### config.mk
export PLATFORM = sky130hd
export DESIGN_NAME = ovl_hiccup_seq
export DESIGN_NICKNAME = d
export VERILOG_FILES = /design/src/rtl/ovl_hiccup_seq.sv
export SDC_FILE = /design/constraint.sdc
export NUM_CORES = 1
export LEC_CHECK = 0
export ABC_AREA = 1
export BUFFER_PORTS_ARGS = -buffer_cell sky130_fd_sc_hd__buf_4
export CORE_ASPECT_RATIO = 1.1
export CORE_MARGIN = 2
export CORE_UTILIZATION = 30
export DETAILED_ROUTE_END_ITERATION = 10
export MAX_ROUTING_LAYER = met4
export SLEW_MARGIN = 10
export SYNTH_ARGS = -nofsm -noshare
export SYNTH_HDL_FRONTEND = slang
export SYNTH_SLANG_ARGS = --single-unit
### constraint.sdc
create_clock -name clk -period 3.7 [get_ports clk]
set_input_delay 0.185 -clock clk [delete_from_list [all_inputs] [get_ports clk]]
set_output_delay 0.185 -clock clk [all_outputs]
set_load 0.05 [all_outputs]
### src/rtl/ovl_hiccup_seq.sv
module ovl_hiccup_seq #(
  parameter int OFF_TICKS = 900,
  parameter int ON_TICKS  = 20
) (
  input  logic clk,
  input  logic rst,
  input  logic ovl_in,
  input  logic mode_static,
  input  logic ss_done,
  input  logic tick,
  output logic out_en,
  output logic ovl_flag
);

  localparam int CNT_MAX = (OFF_TICKS > ON_TICKS) ? OFF_TICKS : ON_TICKS;
  localparam int CW = $clog2(CNT_MAX + 1);
  localparam logic [CW-1:0] OFF_LAST = CW'(OFF_TICKS - 1);
  localparam logic [CW-1:0] ON_LAST  = CW'(ON_TICKS - 1);

  typedef enum logic [1:0] {S_RUN, S_OFF, S_RETRY} st_t;

  st_t           state;
  logic [CW-1:0] cnt;
  logic          failed;

  wire hit      = tick && ovl_in;
  wire off_done = tick && (cnt == OFF_LAST);
  wire on_done  = tick && (cnt == ON_LAST);

  always_ff @(posedge clk) begin
    if (rst || ss_done) begin
      state    <= S_RUN;
      cnt      <= '0;
      failed   <= 1'b0;
      ovl_flag <= 1'b0;
    end else if (mode_static) begin
      state    <= S_RUN;
      cnt      <= '0;
      failed   <= 1'b0;
      ovl_flag <= ovl_in;
    end else begin
      case (state)
        S_RUN: begin
          ovl_flag <= hit;
          if (hit) begin
            state <= S_OFF;
            cnt   <= '0;
          end
        end
        S_OFF: begin
          if (off_done) begin
            state  <= S_RETRY;
            cnt    <= '0;
            failed <= 1'b0;
          end else if (tick) begin
            cnt <= cnt + 1'b1;
          end
        end
        S_RETRY: begin
          if (on_done) begin
            cnt    <= '0;
            failed <= 1'b0;
            if (failed || ovl_in) begin
              state <= S_OFF;
            end else begin
              state    <= S_RUN;
              ovl_flag <= 1'b0;
            end
          end else if (tick) begin
            cnt    <= cnt + 1'b1;
            failed <= failed | ovl_in;
          end
        end
        default: state <= S_RUN;
      endcase
    end
  end

  assign out_en = (state != S_OFF);

  // while the output rests, the overload must be reported
  p_off_flag_r2: assert property (@(posedge clk) disable iff (rst)
    !out_en |-> ovl_flag);

  // static mode never disables the output
  p_static_on_r6: assert property (@(posedge clk) disable iff (rst)
    mode_static |=> out_en);

  // static flag tracks comparator with one cycle of delay
  p_static_mirror_r6: assert property (@(posedge clk) disable iff (rst)
    ($past(mode_static) && !$past(ss_done) && !$past(rst)) |-> (ovl_flag == $past(ovl_in)));

  // in dynamic mode the flag never drops straight out of the rest interval
  p_no_clear_from_off_r5: assert property (@(posedge clk) disable iff (rst)
    ($fell(ovl_flag) && !$past(mode_static) && !$past(ss_done)) |-> ($past(state) != S_OFF));

  // counter stays below the longest interval
  p_cnt_bound_r3: assert property (@(posedge clk) disable iff (rst)
    cnt < CW'(CNT_MAX));

  // soft-start completion clears the flag
  p_ss_clear_r8: assert property (@(posedge clk) disable iff (rst)
    ss_done |=> (!ovl_flag && out_en));

endmodule

==> results of run 1 <==
## area by class of cell
class	instances	share of cell area [%]
clock buffer	4	3.42
inverter	18	6.36
multi-input combinational	111	54.9
sequential	14	26.4
tap	34	4.00
timing repair buffer	7	4.95
## sequential cells by signal, summed over array words and instances (netlist names)
name      cells
cnt          10
state         2
failed        1
ovl_flag      1
## metal layers
metal | vias up | GRT usage [%]
met3 | 2 | 1.24
met2 | 19 | 19.6
met1 | 428 | 15.2
li1 | 489 | -
met4 | 0 | 5.23
met5 | - | -
## where the power goes
| group | internal, uW | switching, uW |
|---|---|---|
| Combinational | 13.6 | 26.3 |
| Sequential | 152 | 0.978 |
| Clock | 59.8 | 48.2 |
| Total | 225 | 75.5 |
## worst paths after layout
path | startpoint | end | cells past startpoint
max | state[0]$_SDFFE_PP0P_ | cnt[8]$_SDFFE_PP0P_ | 6
min | rst | ovl_flag$_SDFFE_PP0P_ | 4
max reg2reg | state[0]$_SDFFE_PP0P_ | cnt[8]$_SDFFE_PP0P_ | 6
min reg2reg | ovl_flag$_SDFFE_PP0P_ | ovl_flag$_SDFFE_PP0P_ | 2
## tightest hold or removal path: stages
cell     delay [ns]
buf_4          0.08
nor2_1         0.04
nand2_1        0.05
nor2_1         0.03
## layout by cell type, fill, tap and decap left out
cell and n:
nand2_4 1, dfxtp_1 14, buf_4 7, nor2_4 1
xor2_1 1, o211ai_1 1, inv_2 1, mux2_2 1
nor3_1 5, clkbuf_8 1, nand2_1 31, clkbuf_4 3
o21ai_0 6, inv_1 17, ha_1 5, nand3_1 17
a21oi_4 2, a21oi_1 10, o21ai_1 2, a21o_1 1
nand4_1 1, nor2_1 23, nand2_2 1, nand3b_1 2
## kinds of logic after synthesis
group                    Yosys count  synth area share [%]
XOR/XNOR                           1                 0.930
flip-flops                        14                  29.7
AND/OR/NAND/NOR                   82                  38.5
adder cells (fa/ha/maj)            5                  6.64
multiplexers                       1                  1.20
buffers and inverters             19                  8.37
AO/OA/AOI/OAI                     22                  14.6
## per-stage QoR
stage / util, % / setup WS, ns / cell area [sq um] / std cells
after CTS: 35.2 / 2.03 / 1060 / 188
after floorplan: - / 2.29 / 942 / 144
final: 35.2 / 2.03 / 1060 / 188
after global placement: 34.0 / 2.11 / 1030 / 184
after detailed placement: 34.0 / 2.06 / 1030 / 184
after global routing: 35.2 / 1.90 / 1060 / 188
==> out/results.txt, run 1 <==
Status = complete, no violations
ANT nets after route = 0
Grt ovf = 0
Post-synth EDFFs = 0
Die Ht = 62.8 um
Synthesized cell area = 942 sq um
Final net count = 166
Total track usage = 12.1%
Setup violations, final = 0
First-pass GRT wire length = 3.45 mm
Syn_nets = 155
Warnings, synthesis = 0
Via/cell ratio = 4.99
Post-CTS Setup Repair Bufs = 0
Cell family with the largest share of critical-path delay = compound AO/OA/AOI/OAI gates
Maximum vdd drop = 0.0968 mV
Critical-path cell list = inv_1, ha_1, a21oi_4, inv_2, a21oi_4, nor2_1
Sequential share of the synthesized area = 29.7%
Flops & latches, synth = 14
Final Cycle Share = 45.0%
Peak Freq = 600 MHz
Row Count = 21
Worst path bufs/invs = 2
Vias in the first global route = 833
Pin count of the biggest net entering global routing = 11
Crit path kind = register to register
Post_cts resized = 0
Top layer in use = met4
# diodes = 0
Slowest cell delay on critical path = 0.40 ns
Leak = 0.000412 uW
Fraction of layout cells with a size suffix above 1 = 11.7%
Most frequent cells after synthesis = 31 x nand2_1, 23 x nor2_1, 17 x inv_1, 17 x nand3_1, 14 x dfxtp_1
Multi-input gate area = 583 sq um
Horiz. Die Dim = 57.4 um
CTS root buf = clkbuf_4
Max Cap Violations = 0
Reg2reg setup slack = 2.03 ns
Routability cong. = 0.860
First-pass DRT Iterations = 4
Die area = 3610 sq um
Number of antenna violations at the first check in global routing = 0
Final hold slack = 0.143 ns
RSZ-0062 raised after global routing = false
CP max-delay cell = dfxtp_1
CTS tree = done
Mean post-synth cell area = 6.54 sq um
Hold Vio Cnt, Final = 0
Relative slew slack = 76.7%
Most frequent CP cell = a21oi_4
Wire length per cell = 10.7 um
Final Skew = 0.0106 ns
Critical path startpoint category = register
Netlist cell types = 22
DR iter-0 viols = 44
Leading area contributor after synthesis = dfxtp_1
Synthesis-to-finish area growth = 12.7%
Worst-Margin Slew = 0.346 ns
Vias post-DR = 938
Setup crit end kind = register
Most common cell in the netlist = nand2_1
Area contributors post-synth = dfxtp_1 30%, nand2_1 12%, nor2_1 9.2%
Routed met2 length = 1.01 mm
# fillers = 317
Worst-path clk slew = 0.09 ns
Clock sinks = 14
Core footprint = 3020 sq um
Design Power = 301 uW
CP max FO = 10
Total Wirelength = 2.02 mm
Top_reg_cell synth = dfxtp_1
Detailed placement HPWL = 1.61 mm
Worst-case clock buffer depth = 2
Min Clock Period, post-route = 1.67 ns
Clk_lat worst skew = 0.28 ns
Synth top area share = 29.7%
PwrDens = 283 nW/um^2
Ports = 8
WL met1 = 899 um
Sequential cell area = 280 sq um
Post-Syn Instances = 144
H-tree depth = 1
Worst EP arrival = 1.83 ns
TritonCTS buffer count = 3
Post-synth ARST share = 0%
Hold Path Class = input pin to register
PortBufs = 7
Hold buffers post-CTS = 0
Fin Setup TNS = 0 ns
Initial Util = 31.2%
Required time of the critical path = 3.86 ns
Residual DRC = 0
Final Max Tran Viols = 0
Met3 Wirelength = 89 um
No activity file was read; power rests on OpenSTA's default activity.
==> inputs of run 2 (changes only) <==
Settings changed: ABC_AREA 1 to 0.
Clock period 3.7 ns to 1.5 ns, I/O delays scaled along.
==> run 2 against run 1 <==
  * The flow now finishes with violations (setup timing)
  * First-iteration DRC count is 20% lower
  * Combinational power grew to 3.2 times the previous value
  * Critical path depth is 2 lower
  * Count of clock-buffer cells in the layout stayed put
  * Clock power grew to 2.7 times the previous value
  * Clock skew is 0.0031 ns higher
  * Sequential share of layout area is 8.0 points lower
  * Synthesized area is 2.0% higher
  * Synthesized cell count is 22% lower
  * Die area is 1.9% higher
  * Critical path type unchanged
  * Largest power group unchanged
==> out/results.txt, run 2 <==
# diodes = 0 (unchanged)
Worst EP arrival = 2.10 ns (+0.27 ns)
Leading area contributor after synthesis = dfxtp_1
Setup crit end kind = register
First-pass DRT Iterations = 4 (unchanged)
Leak = 0.000588 uW (+43%)
Sequential share of the synthesized area = 29.2% (-0.58 points)
Worst-path clk slew = 0.11 ns (+0.02 ns)
Met1 Track Usage GR = 22.0% (+6.8 points)
PwrDens = 510 nW/um^2 (+80%)
Grt ovf = 0 (unchanged)
First-pass GRT wire length = 5.43 mm (+57%)
TritonCTS buffer count = 3 (unchanged)
Number of flip-flops in the largest register = 10 (unchanged)
Top_reg_cell synth = dfxtp_1
Post-synth EDFFs = 0 (unchanged)
Critical path startpoint category = register
Die Ht = 63.4 um (+0.92%)
Top reg by flops = cnt
Hold Path Class = input pin to register
Sequential cell area = 287 sq um (+2.2%)
Most frequent cells after synthesis = 14 x dfxtp_1, 7 x inv_1, 7 x nand2_1
Clk network pwr share = 36.7% (+0.8 points)
Area contributors post-synth = dfxtp_1 29%, ha_1 6.5%, a211oi_1 3.9%
Final Max Tran Viols = 0 (unchanged)
Total Wirelength = 3.34 mm (+66%)
Horiz. Die Dim = 58.0 um (+0.92%)
Flops & latches, synth = 14 (unchanged)
Final hold slack = 0.0954 ns (-0.0476 ns)
PortBufs = 7 (unchanged)
Commonest cells after routing, fill and taps aside = 44 x buf_4, 9 x dfxtp_1, 7 x nand2_1, 7 x buf_6, 6 x inv_1
Synth top area share = 29.2% (-0.58 points)
Grt peak-use layer = met2
Initial Util = 31.5% (+0.35 points)
Peak Freq = 526 MHz (-12%)
Vias in the first global route = 1192 (+43%)
Total track usage = 19.9% (+7.7 points)
DR iter-0 viols = 35 (-20%)
Met3 GRT Util = 2.87% (+1.6 points)
Final net count = 177 (+6.6%)
Clk_lat worst skew = 0.29 ns (about the same)
Seq pwr share = 47.1% (-3.7 points)
Syn_nets = 124 (-20%)
Biggest regs = cnt (10), state (2)
Synthesized cell area = 961 sq um (+2.0%)
Vias post-DR = 1133 (+21%)
Min Clock Period, post-route = 1.90 ns (+0.235 ns)
Crit path kind = register to register
Netlist cell types = 42 (+91%)
Residual DRC = 0 (unchanged)
Placed cell area = 1350 sq um (+32%)
Relative slew slack = 62.1% (-15 points)
Setup violations, final = 14 (+14)
Number of antenna violations at the first check in global routing = 0 (unchanged)
Clock sinks = 14 (unchanged)
Maximum vdd drop = 0.290 mV (+200%)
Wire length per cell = 16.8 um (+56%)
# fillers = 269 (-15%)
Warnings, synthesis = 0 (unchanged)
Post-synth ARST share = 0% (unchanged)
P_sw = 212 uW (+180%)
Multi-input gate area = 737 sq um (+26%)
Final Cycle Share = 127% (+82 points)
Routability cong. = 0.923 (+7.3%)
Max Cap Violations = 0 (unchanged)
Worst-Margin Slew = 0.569 ns (+0.223 ns)
Fraction of layout cells with a size suffix above 1 = 51.5% (+40 points)
Synthesis-to-finish area growth = 62.1%
Pint = 583 uW (+160%)
CTS root buf = clkbuf_4
Worst-case clock buffer depth = 2 (unchanged)
ANT nets after route = 0 (unchanged)
Mean post-synth cell area = 8.50 sq um (+30%)
Most common cell after layout, fill and taps aside = buf_4
Post-Syn Instances = 113 (-22%)
Switching power share of the total = 26.7% (+1.6 points)
H-tree depth = 1 (unchanged)
Core footprint = 3050 sq um (+0.87%)
CP max FO = 3 (-7)
Ports = 8 (unchanged)
Status = finished, violations left
Via/cell ratio = 5.69 (+14%)
Combinational share of power = 16.2% (+2.9 points)
Row Count = 21 (unchanged)
Required time of the critical path = 1.69 ns (-2.17 ns)
Design area = 1560 sq um (+47%)
Pin count of the biggest net entering global routing = 12 (+1)
Detailed placement HPWL = 2.25 mm (+40%)
Final Skew = 0.0138 ns (+0.00314 ns)
RSZ-0062 raised after global routing = true
GRT met2 Usage = 34.4% (+15 points)
Most common cell in the netlist = dfxtp_1
CTS tree = done
Final WS setup = -0.401 ns (-2.43 ns)
Violated checks = setup timing
Hold Vio Cnt, Final = 0 (unchanged)
Die area = 3670 sq um (+1.9%)
run 2: cells by family (layout without fill, tap and decap cells):
| family | Yosys count | after routing | synth area share, % |
|---|---|---|---|
| buffers and inverters | 12 | 64 | 6.25 |
| XOR/XNOR | 3 | 3 | 2.73 |
| AO/OA/AOI/OAI | 36 | 36 | 28.4 |
| adder cells (fa/ha/maj) | 5 | 5 | 6.51 |
| AND/OR/NAND/NOR | 43 | 43 | 27.0 |
| flip-flops | 14 | 14 | 29.2 |
run 2: final timing paths:
check                       from                    end  slack (ns)  depth (start not counted)
max          cnt[7]$_SDFFE_PP0P_  state[0]$_SDFFE_PP0P_       -0.40                          4
min                       ovl_in  ovl_flag$_SDFFE_PP0P_         0.1                          3
max reg2reg  cnt[7]$_SDFFE_PP0P_  state[0]$_SDFFE_PP0P_       -0.40                          4
min reg2reg  failed$_SDFFE_PP0P_    failed$_SDFFE_PP0P_        0.54                          1
run 2: final cells by class:
class,instances,share of cell area (%)
multi-input cells,87,47.3
repair buffers,53,27.6
flip-flops and latches,14,18.4
well taps,34,2.73
clock buffers,4,2.33
inverters,7,1.69
run 2: power by group through the flow:
stage / Combinational, uW / Sequential (uW) / Clock (uW)
6_report: 129 / 374 / 292
5_1_grt: 138 / 375 / 317
4_1_cts: 120 / 374 / 293
3_5_place_dp: 101 / 383 / 0
3_3_place_gp: 100 / 383 / 0
2_1_floorplan: 43.6 / 386 / 0
run 2: critical path, stage by stage, from the launching register on:
cell and delay, ns:
dfxtp_1 0.33, or4b_4 0.54, o31a_1 0.36, or3_4 0.36
a32o_1 0.23
run 2: repair_timing:
item / CTS / global route
hold buffers: 2 / 0
endpoints found under the setup margin: 14 / 15
pin swaps: 16 / 6
hold endpoints to repair: 1 / 0
gates resized for setup: 26 / 9
setup buffers: 1 / 0
run 2: metrics by stage:
stage / power (uW) / utilization [%] / cells / TNS, ns / setup WS (ns)
global placement: 483 / 44.4 / 192 / -4.55 / -0.386
floorplan: 430 / - / 113 / -3.89 / -0.399
finish: 795 / 51.1 / 199 / -4.61 / -0.401
global route: 830 / 51.1 / 199 / -5.30 / -0.432
detailed placement: 484 / 44.4 / 192 / -4.79 / -0.419
CTS: 787 / 49.7 / 199 / -4.33 / -0.379
run 2: metal layers:
layer	vias to the layer above	wire length [um]
li1	544	-
met1	540	1410
met2	41	1710
met3	8	136
met4	0	90
met5	-	0
==> inputs of run 3 (changes only) <==
Settings changed: RECOVER_POWER from default to 100.
==> run 3 against run 2 <==
  * Total power decreased by 0.10%
  * Flip-flop and latch count did not move
  * Register-to-register slack barely moved
  * Setup slack is the same
  * Highest routed layer unchanged
  * The flow still finishes with violations (setup timing)
  * Non-clock buffer count unchanged
  * Sequential power barely moved
==> out/results.txt, run 3 (synthesis results as in run 2) <==
Status = finished, violations left
Violated checks = setup timing
Number of antenna violations at the first check in global routing = 0 (unchanged)
Hold Vio Cnt, Final = 0 (unchanged)
Worst-Margin Slew = 0.590 ns (+0.0208 ns)
Die Ht = 63.4 um (unchanged)
Required time of the critical path = 1.69 ns (about the same)
H-tree depth = 1 (unchanged)
Leak = 0.000583 uW (-0.71%)
PortBufs = 7 (unchanged)
Worst-path clk slew = 0.11 ns (about the same)
Most common cell after layout, fill and taps aside = buf_4
Design area = 1550 sq um (-0.24%)
Placed cell area = 1350 sq um (unchanged)
Final WS setup = -0.401 ns (unchanged)
Horiz. Die Dim = 58.0 um (unchanged)
Slowest cell delay on critical path = 0.54 ns (about the same)
Initial Util = 31.5% (unchanged)
Total Wirelength = 3.35 mm (+0.18%)
Hold EP = ovl_flag$_SDFFE_PP0P_
PwrDens = 511 nW/um^2 (+0.14%)
Hold depth = 3 (unchanged)
CTS tree = done
Cell family with the largest share of critical-path delay = simple AND/OR/NAND/NOR gates
Max Cap Violations = 0 (unchanged)
Min Clock Period, post-route = 1.90 ns (unchanged)
Residual DRC = 0 (unchanged)
Relative slew slack = 60.8% (-1.2 points)
Clk_lat worst skew = 0.29 ns (about the same)
Total track usage = 19.9% (unchanged)
FF-to-FF path depth = 4 (unchanged)
Wire length per cell = 16.8 um (+0.18%)
CP max FO = 3 (unchanged)
Hold_sp = ovl_in
Pin count of the biggest net entering global routing = 12 (unchanged)
Row Count = 21 (unchanged)
Fraction of layout cells with a size suffix above 1 = 50.9% (-0.61 points)
CTS root buf = clkbuf_4
Final Max Tran Viols = 0 (unchanged)
Crit path kind = register to register
Grt ovf = 0 (unchanged)
Final hold slack = 0.0954 ns (unchanged)
Biggest regs = cnt (10), state (2)
Worst EP arrival = 2.10 ns (about the same)
Place WS = -0.419 ns (unchanged)
Top reg by flops = cnt
Final Skew = 0.0138 ns (unchanged)
Final std cells w/o fill = 199 (unchanged)
Hold Path Class = input pin to register
Reg2reg setup slack = -0.40 ns (about the same)
Vias in the first global route = 1192 (unchanged)
First-pass DRT Iterations = 4 (unchanged)
TritonCTS buffer count = 3 (unchanged)
ANT nets after route = 0 (unchanged)
Setup violations, final = 14 (unchanged)
Ports = 8 (unchanged)
Inst Count DP = 192 (unchanged)
Setup crit end kind = register
Commonest cells after routing, fill and taps aside = 43 x buf_4, 9 x dfxtp_1, 7 x nand2_1, 7 x buf_6, 6 x inv_1
Worst path bufs/invs = 0 (unchanged)
First-pass GRT wire length = 5.43 mm (unchanged)
CP max-delay cell = or4b_4
R2r endpoint = state[0]$_SDFFE_PP0P_
Critical-path cell list = or4b_4, o31a_1, or3_4, a32o_1
DR iter-0 viols = 35 (unchanged)
Final Cycle Share = 127% (unchanged)
Worst-case clock buffer depth = 2 (unchanged)
Number of flip-flops in the largest register = 10 (unchanged)
Routability cong. = 0.923 (unchanged)
Die area = 3670 sq um (unchanged)
Core footprint = 3050 sq um (unchanged)
Via/cell ratio = 5.68 (-0.18%)
Peak Freq = 526 MHz (unchanged)
Detailed placement HPWL = 2.25 mm (unchanged)
Final net count = 177 (unchanged)
Maximum vdd drop = 0.290 mV (about the same)
Vias post-DR = 1131 (-0.18%)
RR Startpoint = cnt[7]$_SDFFE_PP0P_
Synthesis-to-finish area growth = 61.7%
Clock sinks = 14 (unchanged)
RSZ-0062 raised after global routing = true
Critical path startpoint category = register
# diodes = 0 (unchanged)
[run 3: cell count changes in the layout (fill, tap and decap cells not counted), sizes merged]
cell | previous run | this run
buf | 51 | 50
clkbuf | 4 | 5
[run 3: layer usage]
| layer | GRT usage, % | wire length [um] |
|---|---|---|
| met1 | 22.0 | 1420 |
| met2 | 34.4 | 1710 |
| met4 | 9.59 | 90 |
| met3 | 2.87 | 138 |
| met5 | - | 0 |
[run 3: what timing repair did]
item                                   CTS  global route
setup buffers                            1             0
pin swaps                               16             6
gates resized for setup                 26             9
endpoints found under the hold margin    1             0
setup endpoints to repair               14            15
hold buffers                             2             0
[run 3: metrics by stage]
stage	setup TNS, ns	power [uW]	utilization [%]
after global placement	-4.55	483	44.4
final	-4.61	794	51.0
after detailed placement	-4.79	484	44.4
after floorplan	-3.89	430	-
after CTS	-4.33	787	49.7
after global routing	-5.30	829	51.0
[run 3: power breakdown]
| part | switching (uW) | leakage [uW] | internal (uW) | total, uW |
|---|---|---|---|---|
| sequential | 1.17 | 0.000115 | 373 | 374 |
| combinational | 67.4 | 0.000447 | 60.7 | 128 |
| clock | 144 | 0.0000210 | 148 | 292 |
| total | 213 | 0.000583 | 582 | 794 |
[run 3: final cells by class]
cell class                 instances  area [sq um]
clock buffer                       4          36.3
fill                             271          1490
inverter                           7          26.3
multi-input combinational         87           737
sequential                        14           287
tap                               34          42.5
timing repair buffer              53           425
[run 3: how the worst max path moves through the flow]
stage	startpoint	endpoint	slack, ns	cells past startpoint
global placement	cnt[9]$_SDFFE_PP0P_	state[1]$_SDFFE_PP0P_	-0.39	5
detailed placement	cnt[9]$_SDFFE_PP0P_	cnt[6]$_SDFFE_PP0P_	-0.42	6
finish	cnt[7]$_SDFFE_PP0P_	state[0]$_SDFFE_PP0P_	-0.40	4
floorplan	cnt[9]$_SDFFE_PP0P_	state[0]$_SDFFE_PP0P_	-0.40	5
global route	cnt[3]$_SDFFE_PP0P_	cnt[6]$_SDFFE_PP0P_	-0.43	6
CTS	cnt[3]$_SDFFE_PP0P_	state[0]$_SDFFE_PP0P_	-0.38	4
[run 3: worst reg2reg max path: stages (launching register included)]
cell	delay (ns)
dfxtp_1	0.33
or4b_4	0.54
o31a_1	0.36
or3_4	0.36
a32o_1	0.23
